--- src/rtl/srh_pkg.sv ---
package srh_pkg;

  typedef enum logic [2:0] {
    ST_IDLE   = 3'd0,
    ST_REQ    = 3'd1,
    ST_ACK    = 3'd2,
    ST_ASSERT = 3'd3,
    ST_SET    = 3'd4
  } srh_state_e;

  localparam int unsigned STATE_W   = 3;
  localparam int unsigned STATE_LSB = 4;
  localparam int unsigned BIT_REQ   = 0;
  localparam int unsigned BIT_ACKD  = 1;
  localparam int unsigned BIT_FRC   = 2;
  localparam int unsigned BIT_STA   = 3;
  localparam int unsigned USED_W    = STATE_LSB + STATE_W;

  typedef struct packed {
    logic req;
    logic frc;
  } srh_cmd_t;

endpackage

--- src/rtl/srh_ack_sync.sv ---
module srh_ack_sync #(
  parameter int unsigned STAGES = 2
) (
  input  logic clk,
  input  logic rst_n,
  input  logic ack_async,
  output logic ack_sync
);
  generate
    if (STAGES == 0) begin : g_bypass
      assign ack_sync = ack_async;
    end else begin : g_chain
      logic [STAGES-1:0] chain_q;
      always_ff @(posedge clk or negedge rst_n) begin
        if (!rst_n) chain_q <= '0;
        else if (STAGES == 1) chain_q <= ack_async;
        else chain_q <= {chain_q[STAGES-2:0], ack_async};
      end
      assign ack_sync = chain_q[STAGES-1];
    end
  endgenerate
endmodule

--- src/rtl/srh_cmd_decode.sv ---
module srh_cmd_decode
  import srh_pkg::*;
#(
  parameter int unsigned DATA_W = 32
) (
  input  logic              wr_en,
  input  logic [DATA_W-1:0] wr_data,
  output srh_cmd_t          cmd
);
  localparam logic [DATA_W-1:0] REQ_MASK = DATA_W'(1) << BIT_REQ;
  localparam logic [DATA_W-1:0] FRC_MASK = DATA_W'(1) << BIT_FRC;

  always_comb begin
    cmd.req = wr_en && ((wr_data & REQ_MASK) != '0);
    cmd.frc = wr_en && ((wr_data & FRC_MASK) != '0);
  end
endmodule

--- src/rtl/srh_seq_fsm.sv ---
module srh_seq_fsm
  import srh_pkg::*;
(
  input  logic       clk,
  input  logic       rst_n,
  input  srh_cmd_t   cmd,
  input  logic       ack_s,
  output srh_state_e state,
  output logic       ack_seen
);
  srh_state_e state_q, state_d;
  logic       seen_q, seen_d;

  always_comb begin
    state_d = state_q;
    unique case (state_q)
      ST_IDLE: begin
        if (cmd.frc)      state_d = ST_ASSERT;
        else if (cmd.req) state_d = ST_REQ;
      end
      ST_REQ: begin
        if (cmd.frc)      state_d = ST_ASSERT;
        else if (ack_s)   state_d = ST_ACK;
      end
      ST_ACK:    state_d = ST_ASSERT;
      ST_ASSERT: state_d = ST_SET;
      ST_SET:    if (cmd.req) state_d = ST_IDLE;
      default:   state_d = ST_IDLE;
    endcase
  end

  always_comb begin
    seen_d = seen_q;
    if (state_q == ST_REQ && state_d == ST_ACK) seen_d = 1'b1;
    else if (state_d == ST_IDLE)                seen_d = 1'b0;
  end

  always_ff @(posedge clk or negedge rst_n) begin
    if (!rst_n) begin
      state_q <= ST_IDLE;
      seen_q  <= 1'b0;
    end else begin
      state_q <= state_d;
      seen_q  <= seen_d;
    end
  end

  assign state    = state_q;
  assign ack_seen = seen_q;
endmodule

--- src/rtl/srh_status_fmt.sv ---
module srh_status_fmt
  import srh_pkg::*;
#(
  parameter int unsigned DATA_W = 32
) (
  input  srh_state_e        state,
  input  logic              ack_seen,
  output logic [DATA_W-1:0] rd_data,
  output logic              abort_req,
  output logic              soft_rst
);
  always_comb begin
    abort_req = (state == ST_REQ);
    soft_rst  = (state == ST_SET);
    rd_data   = '0;
    rd_data[STATE_LSB +: STATE_W] = state;
    rd_data[BIT_STA]  = soft_rst;
    rd_data[BIT_ACKD] = soft_rst && ack_seen;
  end
endmodule

--- src/rtl/srh_ctrl.sv ---
module srh_ctrl
  import srh_pkg::*;
#(
  parameter int unsigned DATA_W      = 32,
  parameter int unsigned SYNC_STAGES = 2
) (
  input  logic              clk,
  input  logic              rst_n,
  input  logic              wr_en,
  input  logic [DATA_W-1:0] wr_data,
  output logic [DATA_W-1:0] rd_data,
  input  logic              eng_abort_ack,
  output logic              eng_abort_req,
  output logic              eng_soft_rst
);
  srh_cmd_t   cmd;
  srh_state_e state;
  logic       ack_s;
  logic       ack_seen;

  srh_ack_sync #(.STAGES(SYNC_STAGES)) u_sync (
    .clk(clk), .rst_n(rst_n), .ack_async(eng_abort_ack), .ack_sync(ack_s)
  );

  srh_cmd_decode #(.DATA_W(DATA_W)) u_dec (
    .wr_en(wr_en), .wr_data(wr_data), .cmd(cmd)
  );

  srh_seq_fsm u_fsm (
    .clk(clk), .rst_n(rst_n), .cmd(cmd), .ack_s(ack_s),
    .state(state), .ack_seen(ack_seen)
  );

  srh_status_fmt #(.DATA_W(DATA_W)) u_fmt (
    .state(state), .ack_seen(ack_seen), .rd_data(rd_data),
    .abort_req(eng_abort_req), .soft_rst(eng_soft_rst)
  );
endmodule

--- config.mk ---
export PLATFORM = sky130hd
export DESIGN_NAME = srh_ctrl
export DESIGN_NICKNAME = d
export VERILOG_FILES = /design/src/rtl/srh_pkg.sv /design/src/rtl/srh_ack_sync.sv /design/src/rtl/srh_cmd_decode.sv /design/src/rtl/srh_seq_fsm.sv /design/src/rtl/srh_status_fmt.sv /design/src/rtl/srh_ctrl.sv
export SDC_FILE = /design/constraint.sdc
export NUM_CORES = 1
export LEC_CHECK = 0
export ABC_CLOCK_PERIOD_IN_PS = 3210
export BUFFER_PORTS_ARGS = -buffer_cell sky130_fd_sc_hd__buf_2
export CORE_MARGIN = 1.5
export CORE_UTILIZATION = 32
export CTS_CLUSTER_DIAMETER = 120
export DETAILED_ROUTE_END_ITERATION = 7
export PLACE_DENSITY = 0.83
export SLEW_MARGIN = 20
export SYNTH_ARGS = -nofsm -noshare
export SYNTH_HDL_FRONTEND = slang
export SYNTH_HIERARCHICAL = 1
export SYNTH_SLANG_ARGS = --single-unit
--- constraint.sdc ---
create_clock -name clk -period 3.21 [get_ports clk]
set_clock_uncertainty 0.05 [all_clocks]
set_input_delay 0.1605 -clock clk [delete_from_list [all_inputs] [get_ports clk]]
set_output_delay 0.1605 -clock clk [all_outputs]
set_load 0.02 [all_outputs]
After elaboration in Yosys (flattened, before gate mapping)
Cells that the tools add are included.
{"block": "word_totals", "output_inout_bits": 34, "ff_bits": 6, "wordCells": 23, "in_bits": 36}
{"block": "classes", "n_eq_ne": 5, "reduce_logical": 7, "muxes": 8}
{"cell": "$mux 3", "n": 5}
{"cell": "$pmux 3 s5", "n": 1}
{"cell": "$eq 3x2->1 const B", "n": 3}
{"cell": "$logic_not 3->1", "n": 2}
{"cell": "$logic_and 1x1->1", "n": 4}
{"cell": "$eq 3x1->1 const B", "n": 1}
{"cell": "$eq 3x3->1 const B", "n": 1}
{"cell": "$mux 1", "n": 2}
{"cell": "$reduce_bool 2->1", "n": 1}

Depth between registers and ports, before layout
{"block": "depth", "depth_word": 7, "depth_mapped": 5, "mapped_depth_nobuf": 5}

By module
Netlist, hierarchy kept.
{"mod": "srh_status_fmt", "area_per_inst_um2": 264.0, "seq_area_each_um2": 0.0, "cells_per_inst": 35, "instances": 1}
{"mod": "srh_seq_fsm", "area_per_inst_um2": 186.4, "seq_area_each_um2": 100.1, "cells_per_inst": 15, "instances": 1}
{"mod": "srh_ack_sync", "area_per_inst_um2": 50.0, "seq_area_each_um2": 50.0, "cells_per_inst": 2, "instances": 1}
{"mod": "srh_cmd_decode", "area_per_inst_um2": 12.5, "seq_area_each_um2": 0.0, "cells_per_inst": 2, "instances": 1}

Worst setup path before layout
No wires, ideal clock.
{"block": "synth_path", "path_type": "flip-flop to output port", "from": "reg u_fsm.state_q[1], in the netlist u_fsm/state[1]", "to": "out rd_data[3]", "t_arrival_ns": 1.319, "required_time_ns": 2.999, "path_slack_ns": 1.680, "path_stages_with_launch": 3, "path_buffers": 1, "cell_sequence": "dfrtp_1 -> nor3b_1 -> buf_4"}
{"block": "synth_between", "elab_chain_cells": 1}
{"item": "from (decl)", "line_no": "srh_seq_fsm.sv:11", "rtl": "srh_state_e state_q, state_d;"}
{"item": "from (signal assigned)", "line_no": "srh_seq_fsm.sv:43", "rtl": "state_q <= state_d;"}
{"item": "$eq 3x3->1", "line_no": "srh_status_fmt.sv:14", "rtl": "soft_rst = (state == ST_SET);"}
{"item": "to (decl)", "line_no": "srh_ctrl.sv:11", "rtl": "output logic [DATA_W-1:0] rd_data,"}
Every way passes these cells.

Final worst setup path
{"block": "layout_path", "from": "reg u_fsm.state_q[1], in the netlist u_fsm/state[1]", "to": "reg u_fsm.seen_q, in the netlist u_fsm/ack_seen"}
{"block": "layout_between", "elab_cells_between_ends": 16, "classes_between": "eq/ne (5); mux (7); reduce/logical (4)"}
{"item": "$eq 3x3->1, or another cell as far along", "line_no": "srh_seq_fsm.sv:16", "rtl": "unique case (state_q)"}
{"item": "$pmux 3 s5 (*)", "line_no": "srh_seq_fsm.sv:16"}
{"item": "net u_fsm.state_d[0]", "line_no": "srh_seq_fsm.sv:11"}
{"item": "$eq 3x2->1", "line_no": "srh_seq_fsm.sv:34", "rtl": "if (state_q == ST_REQ && state_d == ST_ACK) seen_d = 1'b1;"}
{"item": "$logic_and 1x1->1", "line_no": "srh_seq_fsm.sv:34"}
{"item": "$mux 1 / $reduce_bool 2->1 (equally long branches)"}
{"item": "to (signal assigned)", "line_no": "srh_seq_fsm.sv:44", "rtl": "seen_q <= seen_d;"}
{"item": "to (decl)", "line_no": "srh_seq_fsm.sv:12", "rtl": "logic seen_q, seen_d;"}
Mark *: on every way through the listed nets, which the timed path passes. The rest lies on a longest branch.
A chain may end at the register's enable or synchronous reset.

==> flow_metrics.env <==
export IMPL_status="finished, final reports clean"
export IMPL_grt_max_degree=12
export IMPL_hp_class="input port to asynchronous set/reset pin"
export IMPL_grt_pass1_vias=282
export IMPL_postCtsSetupBuffers=0
export IMPL_drive_above_1_share_pct=27.27
export IMPL_max_vdd_ir_drop_mv=0.2772
export IMPL_io_pins=70
export IMPL_wl_met1_um=240
export IMPL_numClockSinks=6
export IMPL_synth_top_area_cell="buf_4"
export IMPL_synth_cell_types=14
export IMPL_layout_min_cycle_time_ns=1.430
export IMPL_syn_avg_cell_area_um2=9.500
export IMPL_final_cells=82
export IMPL_leakagePower_nw=0.2760
export IMPL_port_buffers=12
export IMPL_fin_crit_sh_pct=44.55
export IMPL_synth_seq_area_share_pct=29.27
export IMPL_maxCapViolations=0
export IMPL_synth_edf_count=0
export IMPL_fin_nets=104
export IMPL_die_y_um=43.04
export IMPL_crit_type="register to register"
export IMPL_start_kind="register"
export IMPL_netlist_top_cells_count="31 x buf_4, 6 x dfrtp_1"
export IMPL_clkLatencyLatePin_ns=0.24
export IMPL_fill_cells=169
export IMPL_seq_area_um2=150.1
export IMPL_endpoint_kind="register"
export IMPL_dp_cells=77
export IMPL_overflow=0
export IMPL_rsz0062_at_grt="no"
export IMPL_synth_area_leaders="buf_4 45%, dfrtp_1 29%, a211oi_1 2.9%"
export IMPL_ant_nets=0
export IMPL_max_freq_mhz=699.3
export IMPL_setup_viol=0
export IMPL_insertedDiodeCount=0
export IMPL_p_per_area_nw_per_um2=761.1
export IMPL_grt_usage_pct=7.962
export IMPL_root_buffer="clkbuf_4"
export IMPL_die_w_um=43.04
export IMPL_grt_pass1_wl_mm=1.083
export IMPL_std_cell_rows=14
export IMPL_yosysTopAreaCellShare_pct=45.37
export IMPL_area_delta_synth_final_pct=-2.439
export IMPL_htree_levels=1
export IMPL_cts_resized=0
export IMPL_crit_arrival_ns=1.50
export IMPL_drt_pass1_iter_count=1
export IMPL_cp_max_fo=11
export IMPL_vias=305
export IMPL_netlist_area_um2=513.0
export IMPL_dpl_hpwl_um=548.2
export IMPL_avgViaCountPerCell=3.720
export IMPL_die_area_um2=1852
export IMPL_drt_iter0_drc=0
export IMPL_required_ns=3.28
export IMPL_cts_made_buffers=3
export IMPL_async_flop_share_pct=100.0
export IMPL_hold_viol=0
export IMPL_gp_congestion=0.6798
export IMPL_multi_input_area_um2=227.7
export IMPL_yosysWarningCount=6
export IMPL_synth_main_ff_cell="dfrtp_1"
export IMPL_yosysMostFrequentCell="buf_4"
export IMPL_wl_per_cell_um=7.902
export IMPL_clk_pin_slew_ns=0.04
export IMPL_syn_inst=54
export IMPL_setup_tns_ns=0
export IMPL_grt_antenna_before_repair=0
export IMPL_drc=0
export IMPL_wirelength_um=648
export IMPL_initial_core_util_pct=34.05
export IMPL_highest_layer="met3"
export IMPL_core_area_um2=1506
export IMPL_cts_tree="done"
export IMPL_met2_length_um=352
export IMPL_wl_met3_um=54
export IMPL_ys_seq_elements=6
export IMPL_cts_max_path_buffers=2
export IMPL_maxSlewViolCount=0
[cell type report]
class	count	area share, %
multi-input cells	43	45.50
repair buffers	14	16.00
flip-flops and latches	6	30.00
clock buffers	3	4.500
well taps	16	4.000
[timing repair]
item,CTS,global route
hold endpoints to repair,7,0
hold buffers,2,0
setup endpoints to repair,0,0
[state kept, by name, indices dropped and copies added, names as in the netlist]
signal                  count
u_fsm/ack_seen              1
u_fsm/state                 3
u_sync/g_chain.chain_q      2
[where the power goes]
group	switching [mW]	total (mW)	internal (mW)
Combinational	0.107	0.174	0.0662
Clock	0.0235	0.0655	0.0420
Sequential	0.0428	0.142	0.0991
[critical path: stages, from the launching register on]
cell     delay (ns)
dfrtp_1        0.47
nor4_2         0.34
nor3_1         0.11
o32a_1         0.33
[layer usage]
| layer | up-vias | GRT usage, % |
|---|---|---|
| li1 | 148 | - |
| met3 | 0 | 2.553 |
| met2 | 17 | 13.94 |
| met1 | 140 | 7.833 |
| met4 | 0 | 5.455 |
| met5 | - | 0 |
[stage by stage]
stage               setup slack (ns)  total power [mW]  utilization, %  hold slack [ns]  instance area [µm²]
global placement               1.856            0.3099           30.40         -0.06803                457.9
CTS                            1.765            0.3879           33.22           0.2129                500.5
finish                         1.780            0.3809           33.22           0.2179                500.5
floorplan                      1.680            0.3168               -          -0.1851                610.6
detailed placement             1.784            0.3159           30.40         -0.06225                457.9
global route                   1.670            0.4143           33.22           0.2334                500.5
[placed cells by master (no fill, tap or decap)]
master and count:
a211oi_1 2, a22o_1 1, and2_1 2, and3b_2 1, and4bb_2 1, buf_2 12
clkbuf_4 3, conb_1 27, dfrtp_1 6, dlygate4sd3_1 2, nor2b_1 2, nor3_1 2
nor3b_1 2, nor4_2 1, o21a_1 1, o32a_1 1
[logic make-up (layout without fill, tap and decap cells)]
kind of cell / after synthesis / in the layout / synth area share [%]
buffers and inverters: 31 / 17 / 45.37
AND/OR/NAND/NOR: 11 / 11 / 16.58
other: 1 / 27 / 0.7310
AO/OA/AOI/OAI: 5 / 5 / 8.049
flip-flops: 6 / 6 / 29.27
[worst paths after layout]
path / cells after the start / end / from / slack (ns)
setup / recovery: 3 / u_fsm/ack_seen / u_fsm/state[1] / 1.78
hold / removal: 2 / u_sync/g_chain.chain_q[0] / rst_n / 0.22
setup reg to reg: 3 / u_fsm/ack_seen / u_fsm/state[1] / 1.78
hold reg to reg: 0 / u_sync/g_chain.chain_q[1] / u_sync/g_chain.chain_q[0] / 0.30
max in group asynchronous: 2 / u_fsm/state[0] / rst_n / 2.75
min in group clk: 0 / u_sync/g_chain.chain_q[1] / u_sync/g_chain.chain_q[0] / 0.30
Note: power is estimated with default switching activity, not from simulation.
